[src/rtl/twfifo_pkg.sv]
package twfifo_pkg;
  // Command word bit positions
  localparam int CMD_SRST  = 7;
  localparam int CMD_TXCLR = 24;
  localparam int CMD_RXCLR = 25;
  localparam int CMD_LKCLR = 26;
  localparam int CMD_QON   = 28;
  localparam int CMD_QOFF  = 29;
  // Mode word field positions
  localparam int MODE_TX_LSB = 0;
  localparam int MODE_RX_LSB = 4;
  // Bytes per wide access
  localparam int LANES = 4;

  typedef enum logic [1:0] {
    THR_ONE  = 2'd0,
    THR_TWO  = 2'd1,
    THR_FOUR = 2'd2,
    THR_RSVD = 2'd3
  } thr_sel_e;

  function automatic logic [2:0] thr_need(thr_sel_e sel);
    case (sel)
      THR_ONE: return 3'd1;
      THR_TWO: return 3'd2;
      default: return 3'd4;
    endcase
  endfunction
endpackage

[src/rtl/twfifo_store.sv]
module twfifo_store
  import twfifo_pkg::*;
#(
  parameter int DEPTH = 16,
  localparam int PTR_W = $clog2(DEPTH),
  localparam int CNT_W = $clog2(DEPTH + 1)
) (
  input  logic                 clk,
  input  logic                 rst_n,
  input  logic                 flush,
  input  logic [CNT_W-1:0]     cap,
  input  logic [2:0]           push_n,
  input  logic [8*LANES-1:0]   push_bytes,
  input  logic [2:0]           pop_n,
  output logic [8*LANES-1:0]   peek,
  output logic [CNT_W-1:0]     count,
  output logic [CNT_W-1:0]     free
);
  logic [7:0]       mem_q [DEPTH];
  logic [7:0]       mem_d [DEPTH];
  logic [PTR_W-1:0] wr_ptr_q, wr_ptr_d;
  logic [PTR_W-1:0] rd_ptr_q, rd_ptr_d;
  logic [CNT_W-1:0] cnt_q, cnt_d;

  always_comb begin
    mem_d = mem_q;
    for (int i = 0; i < LANES; i++) begin
      if (3'(i) < push_n) begin
        mem_d[wr_ptr_q + PTR_W'(i)] = push_bytes[8*i +: 8];
      end
    end
  end

  always_comb begin
    if (flush) begin
      wr_ptr_d = '0;
      rd_ptr_d = '0;
      cnt_d    = '0;
    end else begin
      wr_ptr_d = wr_ptr_q + PTR_W'(push_n);
      rd_ptr_d = rd_ptr_q + PTR_W'(pop_n);
      cnt_d    = cnt_q + CNT_W'(push_n) - CNT_W'(pop_n);
    end
  end

  always_ff @(posedge clk) begin
    mem_q <= mem_d;
  end

  always_ff @(posedge clk or negedge rst_n) begin
    if (!rst_n) begin
      wr_ptr_q <= '0;
      rd_ptr_q <= '0;
      cnt_q    <= '0;
    end else begin
      wr_ptr_q <= wr_ptr_d;
      rd_ptr_q <= rd_ptr_d;
      cnt_q    <= cnt_d;
    end
  end

  for (genvar g = 0; g < LANES; g++) begin : g_lane
    assign peek[8*g +: 8] = mem_q[rd_ptr_q + PTR_W'(g)];
  end

  assign count = cnt_q;
  assign free  = cap - cnt_q;


  no_overflow_chk: assert property (@(posedge clk) disable iff (!rst_n)
    CNT_W'(push_n) <= free);


  no_underflow_chk: assert property (@(posedge clk) disable iff (!rst_n)
    CNT_W'(pop_n) <= cnt_q);


  flush_empty_chk: assert property (@(posedge clk) disable iff (!rst_n)
    flush |=> (cnt_q == '0));
endmodule

[src/rtl/twfifo_ctrl.sv]
module twfifo_ctrl
  import twfifo_pkg::*;
(
  input  logic     clk,
  input  logic     rst_n,
  input  logic     cmd_wr,
  input  logic [31:0] cmd_word,
  input  logic     mode_wr,
  input  logic [31:0] mode_word,
  input  logic     eng_nack,
  input  logic     tx_ovf_evt,
  input  logic     rx_unf_evt,
  input  logic     rx_ovr_evt,
  output logic     fifo_en,
  output thr_sel_e tx_sel,
  output thr_sel_e rx_sel,
  output logic     tx_flush,
  output logic     rx_flush,
  output logic     locked,
  output logic     tx_ovf,
  output logic     rx_unf,
  output logic     rx_ovr
);
  logic     srst, qon, qoff, lkclr;
  logic     en_q, en_d, lock_q, lock_d;
  logic     ovf_q, ovf_d, unf_q, unf_d, ovr_q, ovr_d;
  thr_sel_e txs_q, txs_d, rxs_q, rxs_d;
  logic     unused_bits;

  assign unused_bits = ^{cmd_word[31:30], cmd_word[27], cmd_word[23:8],
                         cmd_word[6:0], mode_word[31:6], mode_word[3:2]};

  assign srst  = cmd_wr & cmd_word[CMD_SRST];
  assign qon   = cmd_wr & cmd_word[CMD_QON];
  assign qoff  = cmd_wr & cmd_word[CMD_QOFF];
  assign lkclr = cmd_wr & cmd_word[CMD_LKCLR];

  assign tx_flush = srst | qon | qoff | (cmd_wr & cmd_word[CMD_TXCLR]);
  assign rx_flush = srst | qon | qoff | (cmd_wr & cmd_word[CMD_RXCLR]);

  always_comb begin
    en_d   = en_q;
    txs_d  = txs_q;
    rxs_d  = rxs_q;
    lock_d = lock_q;
    ovf_d  = ovf_q | tx_ovf_evt;
    unf_d  = unf_q | rx_unf_evt;
    ovr_d  = ovr_q | rx_ovr_evt;
    if (srst) begin
      en_d   = 1'b0;
      txs_d  = THR_ONE;
      rxs_d  = THR_ONE;
      lock_d = 1'b0;
      ovf_d  = 1'b0;
      unf_d  = 1'b0;
      ovr_d  = 1'b0;
    end else begin
      if (qoff)      en_d = 1'b0;
      else if (qon)  en_d = 1'b1;
      if (mode_wr) begin
        txs_d = thr_sel_e'(mode_word[MODE_TX_LSB +: 2]);
        rxs_d = thr_sel_e'(mode_word[MODE_RX_LSB +: 2]);
      end
      if (eng_nack)   lock_d = 1'b1;
      else if (lkclr) lock_d = 1'b0;
    end
  end

  always_ff @(posedge clk or negedge rst_n) begin
    if (!rst_n) begin
      en_q   <= 1'b0;
      txs_q  <= THR_ONE;
      rxs_q  <= THR_ONE;
      lock_q <= 1'b0;
      ovf_q  <= 1'b0;
      unf_q  <= 1'b0;
      ovr_q  <= 1'b0;
    end else begin
      en_q   <= en_d;
      txs_q  <= txs_d;
      rxs_q  <= rxs_d;
      lock_q <= lock_d;
      ovf_q  <= ovf_d;
      unf_q  <= unf_d;
      ovr_q  <= ovr_d;
    end
  end

  assign fifo_en = en_q;
  assign tx_sel  = txs_q;
  assign rx_sel  = rxs_q;
  assign locked  = lock_q;
  assign tx_ovf  = ovf_q;
  assign rx_unf  = unf_q;
  assign rx_ovr  = ovr_q;


  srst_clear_chk: assert property (@(posedge clk) disable iff (!rst_n)
    srst |=> (!en_q && !lock_q && !ovf_q && !unf_q && !ovr_q &&
              txs_q == THR_ONE && rxs_q == THR_ONE));
endmodule

[src/rtl/i2c_fifo_pair.sv]
module i2c_fifo_pair
  import twfifo_pkg::*;
#(
  parameter int DEPTH = 16
) (
  input  logic        clk,
  input  logic        rst_n,
  input  logic        cmd_wr,
  input  logic [31:0] cmd_word,
  input  logic        mode_wr,
  input  logic [31:0] mode_word,
  input  logic        host_wr,
  input  logic        host_wr_wide,
  input  logic [31:0] host_wdata,
  input  logic        host_rd,
  input  logic        host_rd_wide,
  output logic [31:0] host_rdata,
  output logic        tx_ready,
  output logic        rx_ready,
  output logic [31:0] level_word,
  output logic        tx_overflow,
  output logic        rx_underrun,
  output logic        rx_overrun,
  output logic        tx_locked,
  output logic        eng_tx_valid,
  output logic [7:0]  eng_tx_data,
  input  logic        eng_tx_ready,
  input  logic        eng_rx_valid,
  input  logic [7:0]  eng_rx_data,
  input  logic        eng_nack
);
  localparam int CNT_W = $clog2(DEPTH + 1);

  logic             fifo_en, tx_flush, rx_flush, locked;
  thr_sel_e         tx_sel, rx_sel;
  logic [CNT_W-1:0] cap, tx_count, tx_free, rx_count, rx_free;
  logic [CNT_W-1:0] tx_need, rx_need, wr_n, rd_n;
  logic [31:0]      tx_peek, rx_peek;
  logic [2:0]       tx_push_n, tx_pop_n, rx_push_n, rx_pop_n;
  logic             tx_acc, rd_acc, rx_acc;
  logic             tx_ovf_evt, rx_unf_evt, rx_ovr_evt;
  logic             offer;

  twfifo_ctrl u_ctrl (
    .clk        (clk),
    .rst_n      (rst_n),
    .cmd_wr     (cmd_wr),
    .cmd_word   (cmd_word),
    .mode_wr    (mode_wr),
    .mode_word  (mode_word),
    .eng_nack   (eng_nack),
    .tx_ovf_evt (tx_ovf_evt),
    .rx_unf_evt (rx_unf_evt),
    .rx_ovr_evt (rx_ovr_evt),
    .fifo_en    (fifo_en),
    .tx_sel     (tx_sel),
    .rx_sel     (rx_sel),
    .tx_flush   (tx_flush),
    .rx_flush   (rx_flush),
    .locked     (locked),
    .tx_ovf     (tx_overflow),
    .rx_unf     (rx_underrun),
    .rx_ovr     (rx_overrun)
  );

  // Capacity: full depth when queueing is on, one holding entry otherwise
  assign cap = fifo_en ? CNT_W'(DEPTH) : CNT_W'(1);

  // Transmit side: host pushes, engine pops
  always_comb begin
    wr_n       = host_wr_wide ? CNT_W'(LANES) : CNT_W'(1);
    tx_acc     = host_wr && !tx_flush && (tx_free >= wr_n);
    tx_ovf_evt = host_wr && !tx_flush && !tx_acc;
    tx_push_n  = tx_acc ? (host_wr_wide ? 3'd4 : 3'd1) : 3'd0;
    offer      = !locked && (tx_count != '0);
    tx_pop_n   = (offer && eng_tx_ready && !tx_flush) ? 3'd1 : 3'd0;
  end

  // Receive side: engine pushes, host pops
  always_comb begin
    rx_acc     = eng_rx_valid && !rx_flush && (rx_free != '0);
    rx_ovr_evt = eng_rx_valid && !rx_flush && (rx_free == '0);
    rx_push_n  = rx_acc ? 3'd1 : 3'd0;
    rd_n       = host_rd_wide ? CNT_W'(LANES) : CNT_W'(1);
    rd_acc     = host_rd && !rx_flush && (rx_count >= rd_n);
    rx_unf_evt = host_rd && !rx_flush && !rd_acc;
    rx_pop_n   = rd_acc ? (host_rd_wide ? 3'd4 : 3'd1) : 3'd0;
  end

  twfifo_store #(.DEPTH(DEPTH)) u_txq (
    .clk        (clk),
    .rst_n      (rst_n),
    .flush      (tx_flush),
    .cap        (cap),
    .push_n     (tx_push_n),
    .push_bytes (host_wdata),
    .pop_n      (tx_pop_n),
    .peek       (tx_peek),
    .count      (tx_count),
    .free       (tx_free)
  );

  twfifo_store #(.DEPTH(DEPTH)) u_rxq (
    .clk        (clk),
    .rst_n      (rst_n),
    .flush      (rx_flush),
    .cap        (cap),
    .push_n     (rx_push_n),
    .push_bytes ({24'h000000, eng_rx_data}),
    .pop_n      (rx_pop_n),
    .peek       (rx_peek),
    .count      (rx_count),
    .free       (rx_free)
  );

  // Threshold flags
  assign tx_need  = fifo_en ? CNT_W'(thr_need(tx_sel)) : CNT_W'(1);
  assign rx_need  = fifo_en ? CNT_W'(thr_need(rx_sel)) : CNT_W'(1);
  assign tx_ready = (tx_free >= tx_need);
  assign rx_ready = (rx_count >= rx_need);

  assign host_rdata   = host_rd_wide ? rx_peek : {24'h000000, rx_peek[7:0]};
  assign eng_tx_valid = offer;
  assign eng_tx_data  = tx_peek[7:0];
  assign tx_locked    = locked;
  assign level_word   = {8'h00, 8'(rx_count), 8'h00, 8'(tx_count)};


  single_entry_chk: assert property (@(posedge clk) disable iff (!rst_n)
    !fifo_en |-> (tx_count <= CNT_W'(1) && rx_count <= CNT_W'(1)));


  lock_drain_chk: assert property (@(posedge clk) disable iff (!rst_n)
    (locked && !tx_flush) |=> (tx_count >= $past(tx_count)));
endmodule

[config.mk]
export PLATFORM = sky130hd
export DESIGN_NAME = i2c_fifo_pair
export DESIGN_NICKNAME = d
export VERILOG_FILES = /design/src/rtl/twfifo_pkg.sv /design/src/rtl/twfifo_store.sv /design/src/rtl/twfifo_ctrl.sv /design/src/rtl/i2c_fifo_pair.sv
export SDC_FILE = /design/constraint.sdc
export NUM_CORES = 1
export LEC_CHECK = 0
export BUFFER_PORTS_ARGS = -buffer_cell sky130_fd_sc_hd__buf_2
export CORE_ASPECT_RATIO = 0.8
export CORE_MARGIN = 4
export CORE_UTILIZATION = 45
export CTS_CLUSTER_SIZE = 14
export DETAILED_ROUTE_END_ITERATION = 7
export PLACE_DENSITY = 0.67
export SLEW_MARGIN = 20
export SYNTH_ARGS = -nofsm -noshare
export SYNTH_HDL_FRONTEND = slang
export SYNTH_SLANG_ARGS = --single-unit
[constraint.sdc]
create_clock -name clk -period 14.5 [get_ports clk]
set_clock_uncertainty 0.2 [all_clocks]
set_input_delay 4.35 -clock clk [delete_from_list [all_inputs] [get_ports clk]]
set_output_delay 4.35 -clock clk [all_outputs]
set_load 0.02 [all_outputs]
==> results.md <==
* Total number of vias at about 17000
* Comb power frac at 35.8%
* Most common cell after layout, fill and taps aside: mux4_2
* Max-cap violation count at 0
* Routed WL at roughly 69000 µm
* CP Launch Type: input port
* Worst Path Arrival at approximately 6200 ps
* Post-layout minimum cycle time at approximately 11000 ps
* Worst-Margin Slew at between 1000 and 1500 ps
* RSZ-0062 raised after global routing: false
* Io pins at between 150 and 200
* CP required at 9950 ps
* Layout cells sized above 1 at 24.72%
* CTS Buffer Depth at 3
* 1st-pass router iterations at 8
* Tot Pwr at 3.128 mW
* CTS root buffer: clkbuf_16
* Worst-skew pair later-pin latency at around 550 ps
* CTS tree: done
* Die width at ~240 µm
* Antenna viol nets, final at 0
* Violations in the final reports: DRC
* First-pass GRT wire length at approximately 100000 µm
* Full die area at between 0.04 and 0.05 mm²
* Total of warnings raised by yosys at 0
* Gr usage total at 28.53%
* Total CTS buffers at 34
* EDFF count, synth at between 100 and 150
* Clock power frac at between 20% and 30%
* Chip height at between 150 and 200 µm
* Cts repair resizes at 0
* Synth cell types at 72
* # port buffers at ~120
* Sequential power share at about 36%
* Crit Path Max Fanout at 19
* Drc violations at 1
* Most used flip-flop cell after synthesis: edfxtp_1
* Net switching power figure at 1.101 mW
* Status: finished with violations
* Hold Path Class: reg2reg
* Synth Register Bits at ~290
* H-tree depth at 2
* Sw Share at about a third
* Nets at between 1500 and 2000
* CTS Sinks at 291
* Initial DRC count at around 2600
* Vias in the first global route at ~16000
* Wire per inst at 29.30 µm
* Post-CTS Repair Setup Buffers at 0
* Leakage at roughly 7.9 nW
* FMAX at 93.35 MHz
* Initial antenna violation count at 1
* Pin count of the biggest net entering global routing at 58
* Share of the yosys chip area belonging to registers at about 38%
* Area Growth Syn to Fin at 10.69%
* Most frequent cells in the layout: mux4_2, nor2_1, edfxtp_1, dfxtp_1, nand2_1
* GR Overflow Total at 0
* DP HPWL at approximately 45000 µm
* CP Class: in2out
* VDD IR max at between 0.1 and 0.15 mV
* PwrDens at 145.6 mW/mm²
* Core area at 0.04225 mm²
* Placer Congestion at ~1.0
* Setup_tns at 0 ps
* Hold-fix buffers, CTS at 0
* Final worst path period share at 73.88%
* Dpl cells at around 2300
* CP Capture Type: output pin
* Rel. slew slack at ~29%
* Initial cell density of the core at between 40% and 50%
* Non-filler cells in the finished layout at 2341
* Final setup violation count at 0
* Rows at 67
* Max-slew violations at 0
* Syn avg cell area at approximately 11 µm²
* Final hold violations at 0
* Cells after synthesis at approximately 1700
* Reg clk slew, reported paths at ~60 ps
* Async SR Flop Fraction at approximately an eighth
* Int Pwr at between 2 and 2.5 mW
* Vias per cell at about 7.2
* Cell Area, Synth at ~0.019 mm²
-- Yosys cell counts, types with 19 or more instances --
library cell / instances / area [µm²]
and2_1: 41 / 256.5
mux2i_1: 71 / 710.7
mux4_2: 184 / 4144
nor2_1: 160 / 600.6
xnor2_1: 19 / 166.4
o21ai_0: 70 / 350.3
edfxtp_1: 128 / 3844
a22oi_1: 41 / 307.8
dfxtp_1: 128 / 2562
nand2_1: 124 / 465.5
a21oi_1: 35 / 175.2
nand3_1: 33 / 165.2
dfrtp_1: 35 / 875.8
buf_1: 22 / 82.58
ha_1: 43 / 538.0
inv_1: 25 / 93.84
a221o_1: 82 / 820.8
nor3_1: 27 / 135.1
buf_4: 28 / 210.2
clkbuf_1: 95 / 356.6
a211oi_1: 81 / 608.1
-- power by group through the flow --
| stage | Combinational, mW | Sequential [mW] | Clock [mW] |
|---|---|---|---|
| 4_1_cts | 1.10 | 1.12 | 0.887 |
| 3_3_place_gp | 1.06 | 1.13 | 0 |
| 3_5_place_dp | 1.09 | 1.13 | 0 |
| 2_1_floorplan | 0.810 | 1.09 | 0 |
| 5_1_grt | 1.20 | 1.13 | 0.920 |
| 6_report | 1.12 | 1.13 | 0.880 |
-- per-stage QoR --
step	util (%)	area, µm²	setup WS, ps	hold slack, ps
finish	50.86	21490	3787	292.0
global route	50.86	21490	3685	343.6
CTS	50.81	21470	3841	292.9
detailed placement	48.13	20330	3844	279.9
global placement	48.11	20330	3898	275.0
floorplan	-	19490	4675	279.9
-- worst max-delay path, cell delays in order --
cell      delay, ps
buf_2           250
clkinv_1        710
a211oi_1        590
buf_2           250
-- logic make-up (layout without fill, tap and decap cells) --
| logic type | after synthesis | after routing | share of synthesized area [%] |
|---|---|---|---|
| buf+inv | 190 | 239 | 4.363 |
| mux | 266 | 266 | 25.65 |
| fa+ha+maj | 45 | 45 | 2.978 |
| flops | 291 | 291 | 37.51 |
| compound gates | 420 | 420 | 16.34 |
| xor+xnor | 32 | 32 | 1.444 |
| simple gates | 473 | 473 | 11.70 |
| other cells | 1 | 23 | 0.01932 |
-- final cells by class --
type	instances	area [µm²]
well taps	552	690.7
inverters	27	101.3
diodes	1	2.502
clock buffers	44	928.4
clock inverters	17	206.4
fillers	3681	20760
repair buffers	151	840.8
multi-input cells	1258	11430
flip-flops and latches	291	7291
-- path summary, 6_finish.rpt --
kind / from / to / slack, ps / cells past startpoint
max reg2reg: u_ctrl.fifo_en / u_txq.count[4] / 9620 / 13
min reg2reg: u_ctrl.rx_unf / u_ctrl.rx_unf / 290 / 2
min: u_ctrl.rx_unf / u_ctrl.rx_unf / 290 / 2
min in group asynchronous: rst_n / u_txq.count[1] / 3730 / 1
max in group asynchronous: rst_n / u_rxq.rd_ptr_q[1] / 9730 / 1
max: host_rd_wide / host_rdata[13] / 3790 / 4
-- per-layer routing --
metal	wire, µm	vias to the layer above	GRT usage (%)	part of all wire [%]
met5	0	-	0	0
met4	2305	0	8.526	3.4
met3	9848	203	8.020	14
met2	28930	1399	40.03	42
met1	27500	8425	43.03	40
li1	-	6908	-	-
No activity file was read; power rests on OpenSTA's default activity.
